**src/rtl/sdram_init_refresh.sv**
```systemverilog
module sdram_init_refresh #(
  parameter int STAB_CYC     = 20000,
  parameter int TRP_CYC      = 2,
  parameter int TRC_CYC      = 7,
  parameter int TMRD_CYC     = 2,
  parameter int REF_INTERVAL = 1500,
  parameter int INIT_REFS    = 8,
  parameter int ADDR_W       = 12,
  parameter int BA_W         = 2,
  parameter logic [ADDR_W-1:0] MODE_WORD = 'h023
) (
  input  logic              clk,
  input  logic              rst_n,
  input  logic              refresh_grant,
  output logic              cke,
  output logic              cs_n,
  output logic              ras_n,
  output logic              cas_n,
  output logic              we_n,
  output logic [BA_W-1:0]   ba,
  output logic [ADDR_W-1:0] addr,
  output logic              init_done,
  output logic              refresh_req,
  output logic              refresh_busy
);
  localparam logic [4:0] C_RST = 5'b01111;
  localparam logic [4:0] C_NOP = 5'b10111;
  localparam logic [4:0] C_PRE = 5'b10010;
  localparam logic [4:0] C_REF = 5'b10001;
  localparam logic [4:0] C_MRS = 5'b10000;
  localparam int M1   = (STAB_CYC > TRC_CYC) ? STAB_CYC : TRC_CYC;
  localparam int M2   = (TRP_CYC > TMRD_CYC) ? TRP_CYC : TMRD_CYC;
  localparam int WMAX = (M1 > M2) ? M1 : M2;
  localparam int WW   = $clog2(WMAX + 1);
  localparam int IW   = $clog2(REF_INTERVAL + 1);
  localparam int RW   = $clog2(INIT_REFS + 1);
  localparam logic [ADDR_W-1:0] A10 = ADDR_W'(1) << 10;

  typedef enum logic [2:0] {ST_STAB, ST_IREF, ST_MRS, ST_MRD, ST_RUN} st_t;

  st_t              st;
  logic [WW-1:0]    wcnt, bcnt;
  logic [IW-1:0]    ivl;
  logic [RW-1:0]    rcnt;
  logic [4:0]       cmd_q;
  logic             issue, tick;

  assign {cke, cs_n, ras_n, cas_n, we_n} = cmd_q;
  assign issue = (st == ST_RUN) && refresh_req && refresh_grant && !refresh_busy;
  assign tick  = (st == ST_RUN) && (ivl == IW'(REF_INTERVAL - 1));

  always_ff @(posedge clk or negedge rst_n) begin
    if (!rst_n) begin
      st <= ST_STAB;
      wcnt <= WW'(STAB_CYC);
      rcnt <= '0;
      cmd_q <= C_RST;
      ba <= '0;
      addr <= '0;
      init_done <= 1'b0;
    end else begin
      cmd_q <= C_NOP;
      ba <= '0;
      addr <= '0;
      if (st != ST_RUN && wcnt != '0) wcnt <= wcnt - 1'b1;
      case (st)
        ST_STAB: if (wcnt == '0) begin
          cmd_q <= C_PRE;
          addr <= A10;
          wcnt <= WW'(TRP_CYC - 1);
          rcnt <= '0;
          st <= ST_IREF;
        end
        ST_IREF: if (wcnt == '0) begin
          cmd_q <= C_REF;
          wcnt <= WW'(TRC_CYC - 1);
          rcnt <= rcnt + 1'b1;
          if (rcnt == RW'(INIT_REFS - 1)) st <= ST_MRS;
        end
        ST_MRS: if (wcnt == '0) begin
          cmd_q <= C_MRS;
          addr <= MODE_WORD;
          wcnt <= WW'(TMRD_CYC - 1);
          st <= ST_MRD;
        end
        ST_MRD: if (wcnt == '0) begin
          init_done <= 1'b1;
          st <= ST_RUN;
        end
        default: if (issue) cmd_q <= C_REF;
      endcase
    end
  end

  always_ff @(posedge clk or negedge rst_n) begin
    if (!rst_n) begin
      ivl <= '0;
      refresh_req <= 1'b0;
      refresh_busy <= 1'b0;
      bcnt <= '0;
    end else if (st == ST_RUN) begin
      ivl <= tick ? '0 : ivl + 1'b1;
      refresh_req <= (refresh_req && !issue) || tick;
      if (issue) begin
        refresh_busy <= 1'b1;
        bcnt <= WW'(TRC_CYC - 1);
      end else if (bcnt != '0) begin
        bcnt <= bcnt - 1'b1;
      end else begin
        refresh_busy <= 1'b0;
      end
    end else begin
      ivl <= '0;
    end
  end

  p_idle_zero_r10: assert property (@(posedge clk) disable iff (!rst_n)
    (cmd_q == C_NOP) |-> (ba == '0 && addr == '0)) else $error("idle bus not zero");
  p_pre_all_r3: assert property (@(posedge clk) disable iff (!rst_n)
    (cmd_q == C_PRE) |-> (addr[10] && ba == '0)) else $error("precharge without A10");
  p_no_early_req_r6: assert property (@(posedge clk) disable iff (!rst_n)
    !init_done |-> !refresh_req) else $error("request before init");
  p_done_sticky_r6: assert property (@(posedge clk) disable iff (!rst_n)
    $past(init_done) |-> init_done) else $error("init_done dropped");
  p_ref_granted_r8: assert property (@(posedge clk) disable iff (!rst_n)
    (init_done && $past(init_done) && cmd_q == C_REF) |-> $past(refresh_req && refresh_grant))
    else $error("refresh without grant");
  p_busy_on_ref_r9: assert property (@(posedge clk) disable iff (!rst_n)
    (init_done && cmd_q == C_REF) |-> refresh_busy) else $error("busy missing");
  p_req_held_r7: assert property (@(posedge clk) disable iff (!rst_n)
    (refresh_req && !refresh_grant) |=> refresh_req) else $error("request lost");
endmodule

```
**config.mk**
```make
export PLATFORM = sky130hd
export DESIGN_NAME = sdram_init_refresh
export DESIGN_NICKNAME = d
export VERILOG_FILES = /design/src/rtl/sdram_init_refresh.sv
export SDC_FILE = /design/constraint.sdc
export NUM_CORES = 1
export LEC_CHECK = 0
export BUFFER_PORTS_ARGS = -buffer_cell sky130_fd_sc_hd__buf_2
export CAP_MARGIN = 20
export CORE_MARGIN = 2
export CORE_UTILIZATION = 35
export DETAILED_ROUTE_END_ITERATION = 10
export GPL_ROUTABILITY_DRIVEN = 0
export PLACE_DENSITY_LB_ADDON = 0.08
export SETUP_SLACK_MARGIN = 0.4
export SYNTH_ARGS = -nofsm -noshare
export SYNTH_HDL_FRONTEND = slang
export SYNTH_SLANG_ARGS = --single-unit
```
**constraint.sdc**
```tcl
create_clock -name clk -period 2.7 [get_ports clk]
set_clock_uncertainty 0.05 [all_clocks]
set_input_delay 0.54 -clock clk [delete_from_list [all_inputs] [get_ports clk]]
set_output_delay 0.54 -clock clk [all_outputs]
set_load 0.05 [all_outputs]
```
==> results_dict.tcl <==
set metrics [dict create \
    synth.top_cells.by_count "sky130_fd_sc_hd__dfrtp_1 (49), sky130_fd_sc_hd__nor2_1 (37), sky130_fd_sc_hd__nand2_1 (25)" \
    worst-setup-path-type "reg -> reg" \
    leakage_nw 1.47 \
    synth_seq_cells 58 \
    postRouteWirelength_um 5730 \
    start_util_pct 36.0 \
    die_area_mm2 0.00921 \
    synth_top_cell_by_area "sky130_fd_sc_hd__dfrtp_1" \
    status "finished, final reports clean" \
    clk_pin_slew_ns 0.07 \
    drv.max_cap_violation_count 0 \
    finalSetupTns_ns 0 \
    yosysWarningCount 0 \
    post_synth_num_cell_types 56 \
    p_clk_share_pct 45.7 \
    placementRows 33 \
    numCtsBuffers 9 \
    cts_tree "done" \
    biggest_fanout_along_the_worst_timing_path 3 \
    final_period_minus_worst_setup_slack_ns 2.30 \
    cts-htree-levels 3 \
    arrival_ns 2.51 \
    num_antenna_cells 0 \
    grt_util_all_layers_pct 14.1 \
    fin_hold_ws_ns 0.153 \
    placedInstanceArea_mm2 0.00317 \
    setup_viol 0 \
    final_antenna_net_count 0 \
    setup_repair_after_global_routing_missed_its_margin "yes" \
    grt-ovfl-total 0 \
    post_synth_instance_area_mm2 0.00296 \
    holdCritPathClass "in -> async" \
    p_total_mw 1.72 \
    fmax_mhz 435 \
    post_synth_inst_count 296 \
    clk-insertion-delay-late_ns 0.33 \
    worstPathRequired_ns 2.91 \
    switching_power_mw 0.389 \
    vias 2185 \
    final_cell_count_no_fill 435 \
    cts_sinks 58 \
    numPlacedInstances 415 \
    synth_area_leaders "sky130_fd_sc_hd__dfrtp_1 (41%), sky130_fd_sc_hd__dfstp_2 (8.0%), sky130_fd_sc_hd__nor2_1 (4.7%)" \
    die_height_um 96.0 \
    root_buffer "sky130_fd_sc_hd__clkbuf_8" \
    first_global_vias 2114 \
    cts.path.max_buffers 2 \
    first_pass_grt_wire_length_um 10100 \
    share_comb_of_total_power_pct 3.5 \
    io-pin-count 25 \
    final_cell_area_mm2 0.00340 \
    hpwl_reported_at_the_end_of_detailed_placement_um 3790 \
    portBuffers 14 \
    synth_edf_count 0 \
    1st_iter_drt_viols 72 \
    floorplan.die.width_um 96.0 \
    wire_per_inst_um 13.2 \
    p_per_area_mw_per_mm2 504 \
    ys_async_sr_fraction_pct 100 \
    syn_avg_cell_area_um2 10.0 \
    worst_setup_path_end_kind "flop" \
    power.switching_fraction_pct 22.7 \
    internal_power_mw 1.33 \
    fin_crit_sh_pct 85.2 \
    synth_flop_cell "sky130_fd_sc_hd__dfrtp_1" \
    placeableCoreArea_mm2 0.00822 \
    finish.net_count 334 \
    detail_route.vias_per_cell 5.02 \
    post-synth-top-count-cell "sky130_fd_sc_hd__dfrtp_1" \
    detail_route.first_pass.iterations 4 \
    synth_seq_area_share_pct 49.4 \
    hold_violations 0 \
    areaGrowthSynthToFinish_pct 14.9 \
    power.share.sequential_pct 50.8 \
    drcViolationCount 0 \
    start_kind "flop" \
    slew_viol_final 0 \
    grt_max_degree 59 \
    grt_antenna_before_repair 0 \
    post-synth-top-area-fraction_pct 41.4 \
    vdd.ir_drop.worst_uv 300 \
    final_layout_size_suffix_gt1_share_pct 21.2 \
]
## through the flow
step                utilization [%]  worst slack, ns
global route                   41.4            0.326
finish                         41.4            0.400
CTS                            41.2            0.371
global placement               38.5            0.302
detailed placement             38.5            0.259
floorplan                         -            0.365
## area by class of cell
type / count / area (µm²)
flip-flops and latches: 58 / 1460
repair buffers: 29 / 195
inverters: 6 / 22.5
multi-input cells: 221 / 1400
clock buffers: 13 / 149
well taps: 105 / 131
clock inverters: 3 / 40.0
fillers: 831 / 4820
## worst paths after layout
path                                       startpoint                     to  slack (ns)  depth (start not counted)
worst max-delay path                wcnt[6]$_DFF_PN0_      addr[5]$_DFF_PN0_        0.40                          5
worst min-delay path                            rst_n       ivl[2]$_DFF_PN0_        0.15                          2
worst max register to register      wcnt[6]$_DFF_PN0_      addr[5]$_DFF_PN0_        0.40                          5
worst min register to register  init_done$_DFFE_PN0P_  init_done$_DFFE_PN0P_        0.42                          1
max in group asynchronous                       rst_n     cmd_q[2]$_DFF_PN1_        2.14                          2
min in group clk                init_done$_DFFE_PN0P_  init_done$_DFFE_PN0P_        0.42                          1
## sequential cells by signal, summed over array words and instances, names as in the netlist
signal        count
cmd_q             5
bcnt             15
addr              2
rcnt              4
init_done         1
refresh_req       1
st                3
ivl              11
refresh_busy      1
wcnt             15
## worst max-delay path, stage by stage (launching register included)
cell,delay [ns]
sky130_fd_sc_hd__dfrtp_1,0.37
sky130_fd_sc_hd__or4_4,0.53
sky130_fd_sc_hd__or3_4,0.34
sky130_fd_sc_hd__or4_4,0.51
sky130_fd_sc_hd__or3_4,0.35
sky130_fd_sc_hd__nor2_2,0.08
## cells in the final DEF (no fill, tap or decap), types with 2 or more instances in the layout
master	count
sky130_fd_sc_hd__nor3b_1	2
sky130_fd_sc_hd__o211ai_1	2
sky130_fd_sc_hd__o21a_1	2
sky130_fd_sc_hd__nor3_1	7
sky130_fd_sc_hd__clkinv_2	2
sky130_fd_sc_hd__nand4b_1	4
sky130_fd_sc_hd__mux2i_1	3
sky130_fd_sc_hd__conb_1	12
sky130_fd_sc_hd__or3_4	3
sky130_fd_sc_hd__and3_1	3
sky130_fd_sc_hd__ha_1	6
sky130_fd_sc_hd__clkbuf_8	10
sky130_fd_sc_hd__nand2_1	25
sky130_fd_sc_hd__or4_1	3
sky130_fd_sc_hd__o21ai_0	9
sky130_fd_sc_hd__or4_4	2
sky130_fd_sc_hd__a21oi_1	8
sky130_fd_sc_hd__inv_1	6
sky130_fd_sc_hd__a21o_1	2
sky130_fd_sc_hd__xnor2_1	13
sky130_fd_sc_hd__dfrtp_1	49
sky130_fd_sc_hd__o31ai_1	2
sky130_fd_sc_hd__buf_2	14
sky130_fd_sc_hd__nor4_1	9
sky130_fd_sc_hd__nand4_1	3
sky130_fd_sc_hd__a31o_2	4
sky130_fd_sc_hd__xor2_1	11
sky130_fd_sc_hd__nor2_1	37
sky130_fd_sc_hd__nand2b_1	5
sky130_fd_sc_hd__nor2b_1	2
sky130_fd_sc_hd__nand3_1	10
sky130_fd_sc_hd__or3_1	7
sky130_fd_sc_hd__dfstp_2	9
sky130_fd_sc_hd__clkbuf_1	3
sky130_fd_sc_hd__buf_4	14
## repair_timing
action | CTS | global route
pin swaps | 0 | 2
setup buffers | 4 | 0
gates resized for setup | 0 | 4
endpoints found under the setup margin | 3 | 14
hold buffers | 0 | 0
## metal layers
| metal | share of wire, % | vias to the layer above | global-route usage [%] |
|---|---|---|---|
| met5 | 0 | - | 0 |
| met4 | 1.1 | 0 | 5.36 |
| met3 | 3.0 | 6 | 3.52 |
| met2 | 47 | 26 | 22.3 |
| met1 | 49 | 1072 | 18.6 |
| li1 | - | 1081 | - |
## cells by family after synthesis
group           Yosys count  share of synthesized area, %
fa+ha+maj                 6                          2.54
compound gates           42                          9.89
mux                       4                          1.39
other cells               2                         0.254
simple gates            133                          24.1
buf+inv                  27                          5.33
xor+xnor                 24                          7.10
flops                    58                          49.4
## power groups by stage
stage               Combinational [mW]  Sequential [mW]  Clock [mW]
detailed placement              0.0610            0.888           0
CTS                             0.0609            0.872       0.822
global placement                0.0609            0.888           0
global route                    0.0654            0.871       0.862
floorplan                       0.0417            0.894           0
finish                          0.0592            0.872       0.784
(Power assumes the default switching activity.)
